===== config.mk =====
export PLATFORM = sky130hd
export DESIGN_NAME = card_activator
export DESIGN_NICKNAME = d
export VERILOG_FILES = /design/src/rtl/card_act_pkg.sv /design/src/rtl/card_act_count.sv /design/src/rtl/card_act_cclk.sv /design/src/rtl/card_act_seq.sv /design/src/rtl/card_activator.sv
export SDC_FILE = /design/constraint.sdc
export NUM_CORES = 1
export LEC_CHECK = 0
export ABC_AREA = 1
export BUFFER_PORTS_ARGS = -buffer_cell sky130_fd_sc_hd__buf_2
export CORE_MARGIN = 8
export CORE_UTILIZATION = 35
export CTS_CLUSTER_DIAMETER = 100
export DETAILED_ROUTE_END_ITERATION = 16
export GPL_TIMING_DRIVEN = 0
export PLACE_DENSITY = 0.53
export SLEW_MARGIN = 20
export SYNTH_ARGS = -nofsm -noshare
export SYNTH_HDL_FRONTEND = slang
export SYNTH_HIERARCHICAL = 1
export SYNTH_SLANG_ARGS = --single-unit

===== constraint.sdc =====
create_clock -name clk -period 4.4 [get_ports clk]
set_clock_uncertainty 0.15 [all_clocks]
set_input_delay 0.88 -clock clk [delete_from_list [all_inputs] [get_ports clk]]
set_output_delay 0.88 -clock clk [all_outputs]
set_load 0.005 [all_outputs]

===== src/rtl/card_act_pkg.sv =====
package card_act_pkg;

   typedef enum logic [3:0] {
      S_IDLE,
      S_WAIT_VDD,
      S_READY,
      S_PWR_UP,
      S_IO_RX,
      S_CLK_ON,
      S_RST_WAIT,
      S_ACTIVE,
      S_ABORT
   } seq_state_e;

   localparam int CTL_W     = 2;
   localparam int CTL_START = 0;
   localparam int CTL_CLR   = 1;

   localparam int STAT_W       = 4;
   localparam int STAT_PRESENT = 0;
   localparam int STAT_VCC     = 1;
   localparam int STAT_UP      = 2;
   localparam int STAT_FAULT   = 3;

endpackage


===== src/rtl/card_act_count.sv =====
module card_act_count #(
   parameter int WIDTH = 8
) (
   input  logic             clk,
   input  logic             rst_n,
   input  logic             clr,
   input  logic             en,
   output logic [WIDTH-1:0] cnt
);

   always_ff @(posedge clk or negedge rst_n) begin
      if (!rst_n) begin
         cnt <= '0;
      end else if (clr) begin
         cnt <= '0;
      end else if (en) begin
         cnt <= cnt + 1'b1;
      end
   end

endmodule


===== src/rtl/card_act_cclk.sv =====
module card_act_cclk #(
   parameter int DIV = 4
) (
   input  logic clk,
   input  logic rst_n,
   input  logic gate,
   output logic card_clk,
   output logic strobe
);

   generate
      if (DIV == 2) begin : g_toggle
         logic phase_q;

         always_ff @(posedge clk or negedge rst_n) begin
            if (!rst_n) begin
               phase_q <= 1'b0;
            end else if (!gate) begin
               phase_q <= 1'b0;
            end else begin
               phase_q <= ~phase_q;
            end
         end

         assign card_clk = gate & ~phase_q;
         assign strobe   = gate & phase_q;
      end else begin : g_counter
         localparam int DW = $clog2(DIV);
         localparam logic [DW-1:0] LAST = DW'(DIV - 1);
         localparam logic [DW-1:0] HALF = DW'(DIV / 2);
         logic [DW-1:0] div_q;

         always_ff @(posedge clk or negedge rst_n) begin
            if (!rst_n) begin
               div_q <= '0;
            end else if (!gate || div_q == LAST) begin
               div_q <= '0;
            end else begin
               div_q <= div_q + 1'b1;
            end
         end

         assign card_clk = gate & (div_q < HALF);
         assign strobe   = gate & (div_q == LAST);
      end
   endgenerate

endmodule


===== src/rtl/card_act_seq.sv =====
module card_act_seq
   import card_act_pkg::*;
#(
   parameter int VDD_TICKS = 15000,
   parameter int T1_TICKS  = 765,
   parameter int T2_TICKS  = 2,
   parameter int T3_CCLKS  = 42001,
   parameter int TW        = 14,
   parameter int CW        = 16
) (
   input  logic          clk,
   input  logic          rst_n,
   input  logic          vdd_ok,
   input  logic          card_present,
   input  logic          vcc_ok,
   input  logic          start_wr,
   input  logic          stop_wr,
   input  logic [TW-1:0] tick_cnt,
   input  logic [CW-1:0] cclk_cnt,
   input  logic          cclk_strobe,
   output seq_state_e    state,
   output logic          tick_clr,
   output logic          tick_en,
   output logic          cclk_clr,
   output logic          abort_set
);

   localparam logic [TW-1:0] VDD_END = TW'(VDD_TICKS - 1);
   localparam logic [TW-1:0] T1_END  = TW'(T1_TICKS - 1);
   localparam logic [TW-1:0] T2_END  = TW'(T2_TICKS - 1);
   localparam logic [CW-1:0] T3_END  = CW'(T3_CCLKS - 1);

   seq_state_e nxt;
   logic       t3_done;

   assign t3_done = cclk_strobe && (cclk_cnt == T3_END);

   always_comb begin
      nxt = state;
      unique case (state)
         S_IDLE:     if (vdd_ok) nxt = S_WAIT_VDD;
         S_WAIT_VDD: if (tick_cnt == VDD_END) nxt = S_READY;
         S_READY:    if (start_wr && card_present) nxt = S_PWR_UP;
         S_PWR_UP: begin
            if (stop_wr) nxt = S_ABORT;
            else if (tick_cnt == T1_END) nxt = vcc_ok ? S_IO_RX : S_ABORT;
         end
         S_IO_RX: begin
            if (stop_wr) nxt = S_ABORT;
            else if (tick_cnt == T2_END) nxt = S_CLK_ON;
         end
         S_CLK_ON: begin
            if (stop_wr) nxt = S_ABORT;
            else if (t3_done) nxt = S_ACTIVE;
            else nxt = S_RST_WAIT;
         end
         S_RST_WAIT: begin
            if (stop_wr) nxt = S_ABORT;
            else if (t3_done) nxt = S_ACTIVE;
         end
         S_ACTIVE:   if (stop_wr) nxt = S_READY;
         S_ABORT:    nxt = S_READY;
         default:    nxt = S_IDLE;
      endcase
      if (!vdd_ok) nxt = S_IDLE;
   end

   always_ff @(posedge clk or negedge rst_n) begin
      if (!rst_n) begin
         state <= S_IDLE;
      end else begin
         state <= nxt;
      end
   end

   assign tick_clr  = (nxt != state);
   assign tick_en   = (state == S_WAIT_VDD) || (state == S_PWR_UP) || (state == S_IO_RX);
   assign cclk_clr  = !((state == S_CLK_ON) || (state == S_RST_WAIT));
   assign abort_set = (nxt == S_ABORT);

endmodule


===== src/rtl/card_activator.sv =====
module card_activator
   import card_act_pkg::*;
#(
   parameter int VDD_TICKS = 15000,
   parameter int T1_TICKS  = 765,
   parameter int T2_TICKS  = 2,
   parameter int T3_CCLKS  = 42001,
   parameter int CCLK_DIV  = 4
) (
   input  logic              clk,
   input  logic              rst_n,
   input  logic              vdd_ok,
   input  logic              card_present,
   input  logic              vcc_ok,
   input  logic              ctrl_wr,
   input  logic [CTL_W-1:0]  ctrl_wdata,
   output logic [STAT_W-1:0] status,
   output logic              irq_line,
   output logic              vcc_en,
   output logic              io_rx,
   output logic              card_clk,
   output logic              card_rst
);

   localparam int TICK_MAX = (VDD_TICKS > T1_TICKS)
                           ? ((VDD_TICKS > T2_TICKS) ? VDD_TICKS : T2_TICKS)
                           : ((T1_TICKS > T2_TICKS) ? T1_TICKS : T2_TICKS);
   localparam int TW = $clog2(TICK_MAX + 1);
   localparam int CW = $clog2(T3_CCLKS + 1);

   generate
      if (VDD_TICKS < 1) begin : g_bad_vdd
         $error("VDD_TICKS must be at least 1");
      end
      if (T1_TICKS < 1 || T2_TICKS < 1) begin : g_bad_phase
         $error("T1_TICKS and T2_TICKS must be at least 1");
      end
      if (T3_CCLKS < 2) begin : g_bad_t3
         $error("T3_CCLKS must be at least 2");
      end
      if (CCLK_DIV < 2) begin : g_bad_div
         $error("CCLK_DIV must be at least 2");
      end
   endgenerate

   seq_state_e    state;
   logic [TW-1:0] tick_cnt;
   logic [CW-1:0] cclk_cnt;
   logic          tick_clr, tick_en, cclk_clr, abort_set;
   logic          cclk_strobe, clk_gate;
   logic          start_wr, stop_wr;
   logic          fault_q;

   assign start_wr = ctrl_wr &  ctrl_wdata[CTL_START];
   assign stop_wr  = ctrl_wr & ~ctrl_wdata[CTL_START];

   card_act_seq #(
      .VDD_TICKS (VDD_TICKS),
      .T1_TICKS  (T1_TICKS),
      .T2_TICKS  (T2_TICKS),
      .T3_CCLKS  (T3_CCLKS),
      .TW        (TW),
      .CW        (CW)
   ) u_seq (
      .clk          (clk),
      .rst_n        (rst_n),
      .vdd_ok       (vdd_ok),
      .card_present (card_present),
      .vcc_ok       (vcc_ok),
      .start_wr     (start_wr),
      .stop_wr      (stop_wr),
      .tick_cnt     (tick_cnt),
      .cclk_cnt     (cclk_cnt),
      .cclk_strobe  (cclk_strobe),
      .state        (state),
      .tick_clr     (tick_clr),
      .tick_en      (tick_en),
      .cclk_clr     (cclk_clr),
      .abort_set    (abort_set)
   );

   card_act_count #(.WIDTH(TW)) u_tick (
      .clk   (clk),
      .rst_n (rst_n),
      .clr   (tick_clr),
      .en    (tick_en),
      .cnt   (tick_cnt)
   );

   card_act_count #(.WIDTH(CW)) u_cclk_cnt (
      .clk   (clk),
      .rst_n (rst_n),
      .clr   (cclk_clr),
      .en    (cclk_strobe),
      .cnt   (cclk_cnt)
   );

   assign clk_gate = (state == S_CLK_ON) || (state == S_RST_WAIT) || (state == S_ACTIVE);

   card_act_cclk #(.DIV(CCLK_DIV)) u_cclk (
      .clk      (clk),
      .rst_n    (rst_n),
      .gate     (clk_gate),
      .card_clk (card_clk),
      .strobe   (cclk_strobe)
   );

   always_ff @(posedge clk or negedge rst_n) begin
      if (!rst_n) begin
         fault_q <= 1'b0;
      end else if (abort_set) begin
         fault_q <= 1'b1;
      end else if (ctrl_wr && ctrl_wdata[CTL_CLR]) begin
         fault_q <= 1'b0;
      end
   end

   assign vcc_en   = (state == S_PWR_UP) || (state == S_IO_RX) || clk_gate;
   assign io_rx    = (state == S_IO_RX) || clk_gate;
   assign card_rst = (state == S_ACTIVE);
   assign irq_line = !((state == S_IDLE) || (state == S_WAIT_VDD) || (state == S_ABORT));

   always_comb begin
      status               = '0;
      status[STAT_PRESENT] = card_present;
      status[STAT_VCC]     = vcc_ok;
      status[STAT_UP]      = card_rst;
      status[STAT_FAULT]   = fault_q;
   end

endmodule


==> impl_metrics.json, run 1 <==
{
  "hold_end": "u_cclk/g_counter.div_q[0]$_DFF_PN0_",
  "ir_worst_vdd_uv": 114,
  "drive_gt1_share_pct": 14.6,
  "max-cap-violations": 0,
  "nets": 436,
  "r2r-start": "u_seq/state[0]$_DFF_PN0_",
  "gp_congestion": 0.829,
  "cts_sinks": 37,
  "cp.arrival_ns": 3.03,
  "rsz0062_at_grt": "no",
  "die_y_um": 102,
  "htreeDepth": 2,
  "period_needed_ns": 2.95,
  "hp-class": "flop to flop",
  "worstPathRequired_ns": 4.48,
  "insertion_delay_ns": 0.30,
  "grt_max_degree": 38,
  "clockRootBuffer": "clkbuf_8",
  "crit_type": "flop to flop",
  "relSlewSlack_pct": 42.7,
  "ant_nets": 0,
  "synth_xor_area_share_pct": 0.680,
  "synth-seq-cells": 37,
  "yosysTopAreaCell": "dfrtp_1",
  "ys_seq_area_share_pct": 35.9,
  "synth_compound_area_share_pct": 5.24,
  "synthMuxAreaShare_pct": 0,
  "dieArea_mm2": 0.0104,
  "antenna_found_initial": 0,
  "start_util_pct": 35.9,
  "synth_warnings": 6,
  "via_count": 2298,
  "yosys.area_share.simple_pct": 45.3,
  "synth.distinct_cells": 28,
  "grt_pass1_wl_um": 10300,
  "cts_buffers": 5,
  "min_from": "u_cclk/g_counter.div_q[0]$_DFF_PN0_",
  "cellPowerDensity_mw_per_mm2": 264,
  "coreArea_mm2": 0.00718,
  "whs_path_depth": 1,
  "hold_viol": 0,
  "cts_resized": 0,
  "finalCritPeriodShare_pct": 67.1,
  "worst_slew_pin_slew_ns": 0.859,
  "hold_buffers": 0,
  "cp-end-kind": "flop",
  "synth_top_area_share_pct": 35.9,
  "fmax_ghz": 0.338,
  "synthAdderAreaFrac_pct": 1.46,
  "rrSetupSlack_ns": 1.45,
  "clk_pin_slew_ns": 0.09,
  "clockBufferDepth": 2,
  "cts_tree": "built",
  "synth_top_cells_by_area": "dfrtp_1 (36%), nand2_1 (17%), nor2_1 (12%)",
  "timing.rr.end": "u_tick/cnt[12]$_DFFE_PN0P_",
  "fp.dieW_um": 102,
  "antenna_cells": 0,
  "place_hpwl_um": 4350,
  "cp_max_fo": 10,
  "finalSetupViolations": 0,
  "grt_pass1_vias": 2310,
  "dr.pass1.iters": 4,
  "grt_usage_pct": 12.4,
  "drv_slew": 0,
  "io_pins": 17,
  "route.detailed.drc": 0,
  "final_core_util_pct": 40.7,
  "io_buffer_count": 16,
  "drt-total-wl_um": 5590,
  "syn_to_final_growth_pct": 13.3,
  "routedWlPerCell_um": 10.6,
  "synthCells": 402,
  "avgSynthCellArea_um2": 6.41,
  "synth_nets": 413,
  "p_leak_nw": 1.42,
  "r2r_cells": 22,
  "cts_setup_buffers": 0,
  "rows": 31,
  "via_per_inst": 4.38,
  "finalSetupTns_ns": 0,
  "drt-initial-drc-count": 91,
  "synth_top_family_by_area": "simple AND/OR/NAND/NOR gates",
  "cp-start-kind": "flop",
  "synth_area_mm2": 0.00258,
  "grt-ovfl-total": 0,
  "status": "finished clean"
}
[cell usage in the layout (no fill, tap or decap), types with 7 or more instances in the layout]
cell type    n
a21oi_1     12
buf_2       17
dfrtp_1     37
inv_1       59
nand2_1    116
nand2_2      9
nand3_1     23
nand4_1      7
nor2_1      85
[power by group]
part,switching [mW],leakage [nW],internal (mW)
Combinational,0.0339,0.839,0.0191
Sequential,0.00800,0.514,0.343
Clock,0.139,0.0687,0.228
Total,0.180,1.42,0.591
[sequential cells by signal, indices dropped and copies added, names as in the netlist]
| register | cells |
|---|---|
| u_cclk/g_counter.div_q | 2 |
| u_cclk_cnt/cnt | 16 |
| u_seq/state | 4 |
| u_tick/cnt | 14 |
| fault_q | 1 |
[how the worst max path moves through the flow]
stage                                         from                         end  cells past startpoint
final                     u_seq/state[0]$_DFF_PN0_  u_tick/cnt[12]$_DFFE_PN0P_                     22
after global routing      u_seq/state[0]$_DFF_PN0_  u_tick/cnt[11]$_DFFE_PN0P_                     21
after CTS                 u_seq/state[0]$_DFF_PN0_  u_tick/cnt[12]$_DFFE_PN0P_                     22
after detailed placement  u_seq/state[0]$_DFF_PN0_  u_tick/cnt[11]$_DFFE_PN0P_                     21
after global placement    u_seq/state[0]$_DFF_PN0_  u_tick/cnt[11]$_DFFE_PN0P_                     21
after floorplan           u_seq/state[0]$_DFF_PN0_  u_tick/cnt[12]$_DFFE_PN0P_                     22
[kinds of logic (layout without fill, tap and decap cells)]
family / count (synthesis) / count (layout)
AO/OA/AOI/OAI: 25 / 25
XOR/XNOR: 2 / 2
adder cells (fa/ha/maj): 3 / 3
buffers and inverters: 71 / 95
flip-flops: 37 / 37
AND/OR/NAND/NOR: 264 / 264
[area by class of cell]
type,count,area [um2]
sequential,37,926
inverter,65,244
timing repair buffer,16,80.1
buffer,6,48.8
tap,99,124
clock buffer,5,68.8
fill,801,4260
clock inverter,3,68.8
multi-input combinational,294,1360
[critical path: stages (launching register included)]
cell and delay, ns:
dfrtp_1 0.56, nor2_1 0.09, nor2_1 0.19, nand2_1 0.08, inv_1 0.15, nand2_1 0.08, nor2_1 0.08, nand3_1 0.09
nor2_1 0.12, nor2_1 0.05, nand2_1 0.05, nand2_1 0.07, nand2_2 0.07, nand2_1 0.04, nand2_1 0.06, nand3_1 0.22
nor2_4 0.33, nor2_4 0.07, nand3_1 0.09, nor2_1 0.05, nand2_1 0.05, nand2_1 0.04, nor2_1 0.09
[per-stage QoR]
stage | hold slack [ns] | area [um2] | std cells | worst slack [ns] | power, mW
floorplan | 0.258 | 2580 | 402 | 1.92 | 0.391
global placement | 0.275 | 2780 | 517 | 1.41 | 0.412
detailed placement | 0.280 | 2780 | 517 | 1.42 | 0.412
CTS | 0.292 | 2920 | 525 | 1.38 | 0.789
global route | 0.326 | 2920 | 525 | 0.976 | 0.810
finish | 0.289 | 2920 | 525 | 1.45 | 0.771
[synth_stat cells]
library cell and n:
nand2_1 116, nor2_1 85, inv_1 59, dfrtp_1 37, nand3_1 23, a21oi_1 12, nand2_2 9, nand4_1 7
inv_2 6, nor3_1 6, nor2_2 5, nor2_4 5, buf_4 4, o21ai_0 4, o21ai_1 4, ha_1 3
a211oi_1 2, a31oi_1 2, nand3_2 2, nor3_2 2, xnor2_1 2, buf_2 1, clkbuf_8 1, nand2_4 1
nand3b_1 1, nor3_4 1, o21bai_1 1, or2_2 1
[layer usage]
| layer | up-vias | global-route usage [%] | share of wire, % |
|---|---|---|---|
| li1 | 1273 | - | - |
| met2 | 12 | 21.1 | 48 |
| met5 | - | 0 | 0 |
| met3 | 8 | 2.45 | 2.1 |
| met1 | 1005 | 15.2 | 48 |
| met4 | 0 | 4.51 | 1.3 |
No activity file was read; power rests on OpenSTA's default activity.
==> inputs of run 2 (changes only) <==
clock period = 3.1 ns   (was 4.4 ns; I/O delays follow)
==> run 2 against run 1 <==
Cell count up 0.19%. Sequential power up 42%. Die area unchanged. Sequential share of layout area down 0.075 points. Combinational power up 47%. Global-route usage unchanged. Power up 42%. First-iteration DRC count down 16%. Hold slack worse by 0.022 ns. Clock power up 41%. Critical path type unchanged. Largest cell class unchanged.
==> impl_metrics.json, run 2 (synthesis results as in run 1) <==
{
  "cts_tree": "built",
  "cp_num_cells": 23,
  "finalSetupTns_ns": 0,
  "r2r-start": "u_seq/state[3]$_DFF_PN0_",
  "finalSetupViolations": 0,
  "crit_top_cell": "nand2_1",
  "fin_cells": 526,
  "startpoint": "u_seq/state[3]$_DFF_PN0_",
  "antenna_cells": 0,
  "grt_max_degree": 38,
  "grt_usage_pct": 12.4,
  "worst_slew_pin_slew_ns": 0.854,
  "cp-start-kind": "flop",
  "cp-end-kind": "flop",
  "worstPathRequired_ns": 3.18,
  "cp.arrival_ns": 2.74,
  "timing.rr.end": "u_tick/cnt[12]$_DFFE_PN0P_",
  "via_count": 2309,
  "mostFrequentLayoutCell": "nand2_1",
  "drv_slew": 0,
  "r2r_cells": 23,
  "finalCritPeriodShare_pct": 85.7,
  "place_hpwl_um": 4350,
  "insertion_delay_ns": 0.30,
  "clockBufferDepth": 2,
  "hold_viol": 0,
  "largest_reg_flops": 16,
  "cts_buffers": 5,
  "dr.pass1.iters": 4,
  "fp.dieW_um": 102,
  "clk_pin_slew_ns": 0.09,
  "status": "finished clean",
  "final_cell_mix": "nand2_1 (116), nor2_1 (84), inv_1 (58)",
  "rsz0062_at_grt": "no",
  "relSlewSlack_pct": 43.1,
  "grt_pass1_wl_um": 10300,
  "nets": 437,
  "max-cap-violations": 0,
  "syn_to_final_growth_pct": 14.0,
  "hp-class": "primary input to async pin",
  "htreeDepth": 2,
  "coreArea_mm2": 0.00718,
  "reg.largest.list": "u_cclk_cnt/cnt: 16 flops, u_tick/cnt: 14 flops, u_seq/state: 4 flops",
  "die_y_um": 102,
  "clockRootBuffer": "clkbuf_8",
  "drt-total-wl_um": 5610,
  "drive_gt1_share_pct": 16.2,
  "rrSetupSlack_ns": 0.44,
  "grt-ovfl-total": 0,
  "drt-initial-drc-count": 76,
  "ant_nets": 0,
  "crit_slowest_cell": "dfrtp_1",
  "cellPowerDensity_mw_per_mm2": 373,
  "rows": 31,
  "dp.cells": 517,
  "hold_buffers": 0,
  "crit_path_end": "u_tick/cnt[12]$_DFFE_PN0P_",
  "cts_sinks": 37,
  "routedWlPerCell_um": 10.7,
  "via_per_inst": 4.39,
  "critPathTopFamily": "simple AND/OR/NAND/NOR gates",
  "critical_path_buf_inv_count": 2,
  "top_register": "u_cclk_cnt/cnt",
  "route.detailed.drc": 0,
  "ir_worst_vdd_uv": 162,
  "gp_congestion": 0.829,
  "io_buffer_count": 16,
  "start_util_pct": 35.9,
  "p_leak_nw": 1.42,
  "period_needed_ns": 2.66,
  "path_cells": "inv_1 > nand2_2 > nor2_2 > nand2_1 > inv_2 > nand2_1 > nor2_1 > nand3_1 > nor2_1 > nor2_1 > nand2_1 > nand2_1 > nand2_2 > nand2_1 > nand2_1 > nand3_2 > nor2_4 > nor2_4 > nand3_1 > nor2_1 > nand2_1 > nand2_1 > nor2_1",
  "antenna_found_initial": 0,
  "dieArea_mm2": 0.0104,
  "grt_pass1_vias": 2310,
  "crit_type": "flop to flop",
  "io_pins": 17,
  "fillCellCount": 801,
  "crit_path_max_incr_delay_ns": 0.43,
  "cp_max_fo": 7,
  "fmax_ghz": 0.376
}
-- run 2: changes by cell type in the layout (fill, tap and decap cells not counted), sizes merged --
cell  previous run  this run
buf             21        22
-- run 2: worst min-delay path by stage --
stage                                                   start  cells past startpoint                                  end  slack (ns)
after floorplan                                         rst_n                      0                  fault_q$_DFFE_PN0P_        0.17
after global placement    u_cclk/g_counter.div_q[0]$_DFF_PN0_                      1  u_cclk/g_counter.div_q[0]$_DFF_PN0_        0.27
after detailed placement  u_cclk/g_counter.div_q[0]$_DFF_PN0_                      1  u_cclk/g_counter.div_q[0]$_DFF_PN0_        0.28
after CTS                 u_cclk/g_counter.div_q[0]$_DFF_PN0_                      1  u_cclk/g_counter.div_q[0]$_DFF_PN0_        0.29
after global routing      u_cclk/g_counter.div_q[0]$_DFF_PN0_                      1  u_cclk/g_counter.div_q[0]$_DFF_PN0_        0.33
final                                                   rst_n                      1        u_cclk_cnt/cnt[7]$_DFFE_PN0P_        0.27
-- run 2: worst reg2reg max path, cell delays in order (launching register included) --
cell     delay [ns]
dfrtp_1        0.43
inv_1          0.10
nand2_2        0.08
nor2_2         0.13
nand2_1        0.08
inv_2          0.10
nand2_1        0.07
nor2_1         0.08
nand3_1        0.09
nor2_1         0.12
nor2_1         0.05
nand2_1        0.05
nand2_1        0.07
nand2_2        0.07
nand2_1        0.04
nand2_1        0.07
nand3_2        0.15
nor2_4         0.27
nor2_4         0.08
nand3_1        0.09
nor2_1         0.05
nand2_1        0.05
nand2_1        0.04
nor2_1         0.09
-- run 2: timing repair --
item                       CTS  global route
setup endpoints to repair    0            12
setup buffers                0             1
gates resized for setup      0             6
-- run 2: per-layer routing --
layer	global-route usage [%]	part of all wire (%)
met5	0	0
met3	2.45	2.1
met1	15.2	49
met4	4.51	1.3
met2	21.1	47
-- run 2: power breakdown --
group / switching, mW / leakage [nW] / internal (mW) / total [mW]
Combinational: 0.0489 / 0.845 / 0.0289 / 0.0778
Clock: 0.195 / 0.0687 / 0.324 / 0.519
Sequential: 0.0114 / 0.510 / 0.487 / 0.499
Total: 0.256 / 1.42 / 0.840 / 1.10
-- run 2: cell type report --
class	instances	area (um2)	share of cell area (%)
Buffer	6	48.8	1.66
Clock buffer	5	68.8	2.34
Clock inverter	3	68.8	2.34
Inverter	65	244	8.30
Multi-Input combinational cell	294	1370	46.5
Sequential cell	37	930	31.6
Tap cell	99	124	4.22
Timing Repair Buffer	17	87.6	2.98
-- run 2: metrics by stage --
| step | power, mW | setup slack (ns) | instance area, um2 | hold WS (ns) | utilization (%) |
|---|---|---|---|---|---|
| after CTS | 1.12 | 0.0771 | 2920 | 0.292 | 40.7 |
| after detailed placement | 0.585 | 0.119 | 2780 | 0.280 | 38.8 |
| final | 1.10 | 0.443 | 2940 | 0.267 | 40.9 |
| after global routing | 1.15 | 0.0286 | 2940 | 0.326 | 40.9 |
| after global placement | 0.585 | 0.108 | 2780 | 0.275 | 38.8 |
| after floorplan | 0.556 | 0.616 | 2580 | 0.174 | - |
==> inputs of run 3 (changes only) <==
CORE_MARGIN = 5   (was 8)
clock period = 2.49 ns   (was 3.1 ns; I/O delays follow)
==> run 3 against run 2 <==
The run now ends with setup timing left. Count of clock-buffer cells in the layout increased by 1. Sequential power rose by 24%. Cell area grew 6.5%. Non-clock buffer count up 12. Critical path depth decreased by 1. Sequential cell count stayed put. Core utilization rose by 2.4 points. Largest cell class unchanged.
==> impl_metrics.json, run 3 (synthesis results as in run 1) <==
{
  "drive_gt1_share_pct": 23.2,
  "status": "finished with violations",
  "path_cells": "inv_2 > nand2_4 > nor2_4 > nand2_2 > inv_2 > nand2_2 > nor2_2 > nand3_1 > nor2_1 > nor2_1 > nand2_1 > nand2_2 > nand2_2 > nand2_2 > nand2_2 > nand3_4 > nor2_4 > nor2_4 > nand4_1 > nor2_1 > nor2_1 > nor2_1",
  "timing.rr.end": "u_tick/cnt[12]$_DFFE_PN0P_",
  "cts_tree": "built",
  "insertion_delay_ns": 0.29,
  "antenna_cells": 0,
  "ir_worst_vdd_uv": 301,
  "cp_max_fo": 7,
  "cp.arrival_ns": 2.56,
  "clk_pin_slew_ns": 0.08,
  "crit_path_max_incr_delay_ns": 0.40,
  "comb_power_share_pct": 10.8,
  "grt_pass1_wl_um": 10300,
  "drt-initial-drc-count": 98,
  "hp-class": "primary input to async pin",
  "finalCritPeriodShare_pct": 101,
  "crit_top_cell": "nand2_2",
  "power.switching_uw": 322,
  "clockBufferDepth": 2,
  "drt-total-wl_um": 5990,
  "grt-ovfl-total": 0,
  "via_count": 2414,
  "r2r-start": "u_seq/state[3]$_DFF_PN0_",
  "dr.pass1.iters": 4,
  "p_int_uw": 994,
  "io_pins": 17,
  "top_register": "u_cclk_cnt/cnt",
  "regArea_um2": 932,
  "p_leak_nw": 1.49,
  "worstPathRequired_ns": 2.52,
  "drt-met1-wl_um": 2820,
  "gp_congestion": 0.839,
  "reg.largest.list": "u_cclk_cnt/cnt: 16 flops, u_tick/cnt: 14 flops, u_seq/state: 4 flops",
  "worst_slew_pin_slew_ns": 0.891,
  "place_hpwl_um": 4210,
  "io_buffer_count": 16,
  "relSlewSlack_pct": 40.6,
  "rows": 31,
  "finalSetupViolations": 3,
  "dieArea_mm2": 0.00918,
  "fp.dieW_um": 95.8,
  "cellPowerDensity_mw_per_mm2": 421,
  "cp-end-kind": "flop",
  "rrSetupSlack_ns": -0.03,
  "mostFrequentLayoutCell": "nand2_1",
  "coreArea_mm2": 0.00721,
  "final_cell_mix": "nand2_1 (110), nor2_1 (79), inv_1 (56)",
  "power.share.sequential_pct": 46.9,
  "fmax_ghz": 0.396,
  "r2r_cells": 22,
  "crit_slowest_cell": "dfrtp_1",
  "routedWlPerCell_um": 11.1,
  "power_mw": 1.32,
  "p_sw_share_pct": 24.4,
  "fillCellCount": 806,
  "hold_viol": 0,
  "rsz0062_at_grt": "yes",
  "crit_type": "flop to flop",
  "htreeDepth": 2,
  "hold_buffers": 0,
  "start_util_pct": 35.7,
  "period_needed_ns": 2.52,
  "multiInputGateArea_mm2": 0.00146,
  "grt_pass1_vias": 2315,
  "grt_usage_pct": 14.1,
  "met2_length_um": 3000,
  "nets": 449,
  "route.detailed.drc": 0,
  "setup_slack_ns": -0.0334,
  "clockPowerShare_pct": 42.2,
  "top_layer_used": "met4",
  "die_y_um": 95.8,
  "clockRootBuffer": "clkbuf_8",
  "max-cap-violations": 0,
  "antenna_found_initial": 0,
  "drv_slew": 0,
  "dr_wl_met3_um": 135,
  "via_per_inst": 4.49,
  "cts_buffers": 5,
  "grt_max_degree": 38,
  "whs_ns": 0.161,
  "cts_sinks": 37,
  "syn_to_final_growth_pct": 21.4,
  "violations": "setup timing",
  "largest_reg_flops": 16,
  "cp-start-kind": "flop",
  "ant_nets": 0
}
[run 3: cell types whose count changed in the layout (fill, tap and decap cells not counted), moves of 3 or more]
cell	change
buf_4	+10
nand2_1	-6
nand2_2	+5
nand3_1	-4
nand3_2	+3
nor2_1	-5
nor2_4	+4
[run 3: through the flow]
stage                     util (%)  area, um2  setup TNS [ns]  worst slack [ns]  std cells
after floorplan                  -       2580               0           0.00562        402
after global placement        38.6       2780           -5.22            -0.487        517
after detailed placement      38.6       2780           -5.40            -0.499        517
after CTS                     41.5       2990               0           0.00170        534
after global routing          43.4       3130           -2.59            -0.268        538
final                         43.4       3130         -0.0486           -0.0334        538
[run 3: power by group through the flow]
| stage | clock network (mW) | logic (mW) | registers [mW] |
|---|---|---|---|
| 4_1_cts | 0.578 | 0.116 | 0.617 |
| 6_report | 0.556 | 0.143 | 0.617 |
| 5_1_grt | 0.602 | 0.160 | 0.619 |
| 3_3_place_gp | 0 | 0.0963 | 0.633 |
| 3_5_place_dp | 0 | 0.0972 | 0.633 |
| 2_1_floorplan | 0 | 0.0628 | 0.629 |
[run 3: area by class of cell]
class / instances / share of cell area [%]
Tap cell: 99 / 3.96
Timing Repair Buffer: 29 / 6.36
Multi-Input combinational cell: 294 / 46.5
Clock inverter: 2 / 1.20
Inverter: 65 / 7.92
Sequential cell: 37 / 29.8
Buffer: 6 / 1.60
Clock buffer: 6 / 2.64
[run 3: worst max-delay path: cells and delay by family (launching register included)]
kind                   cells  cell delay [ns]
buffers and inverters      2             0.15
AND/OR/NAND/NOR           20             1.71
flip-flops                 1             0.40
[run 3: worst max path at each step]
stage | startpoint | endpoint | slack, ns | depth (start not counted)
3_3_place_gp | u_seq/state[0]$_DFF_PN0_ | u_tick/cnt[11]$_DFFE_PN0P_ | -0.49 | 21
5_1_grt | u_seq/state[3]$_DFF_PN0_ | u_tick/cnt[12]$_DFFE_PN0P_ | -0.27 | 22
2_1_floorplan | u_seq/state[0]$_DFF_PN0_ | u_tick/cnt[12]$_DFFE_PN0P_ | 0.006 | 22
3_5_place_dp | u_seq/state[0]$_DFF_PN0_ | u_tick/cnt[11]$_DFFE_PN0P_ | -0.50 | 21
4_1_cts | u_seq/state[3]$_DFF_PN0_ | u_tick/cnt[12]$_DFFE_PN0P_ | 0.002 | 23
6_report | u_seq/state[3]$_DFF_PN0_ | u_tick/cnt[12]$_DFFE_PN0P_ | -0.03 | 22
[run 3: timing repair]
| action | CTS | global route |
|---|---|---|
| endpoints found under the setup margin | 13 | 13 |
| gates cloned | 0 | 1 |
| setup buffers | 9 | 3 |
| gates resized for setup | 8 | 28 |
| pin swaps | 2 | 19 |
[run 3: metal layers]
layer | up-vias | global-route usage, %
li1 | 1299 | -
met1 | 1098 | 18.5
met2 | 15 | 23.2
met3 | 2 | 2.89
met4 | 0 | 4.27
met5 | - | 0
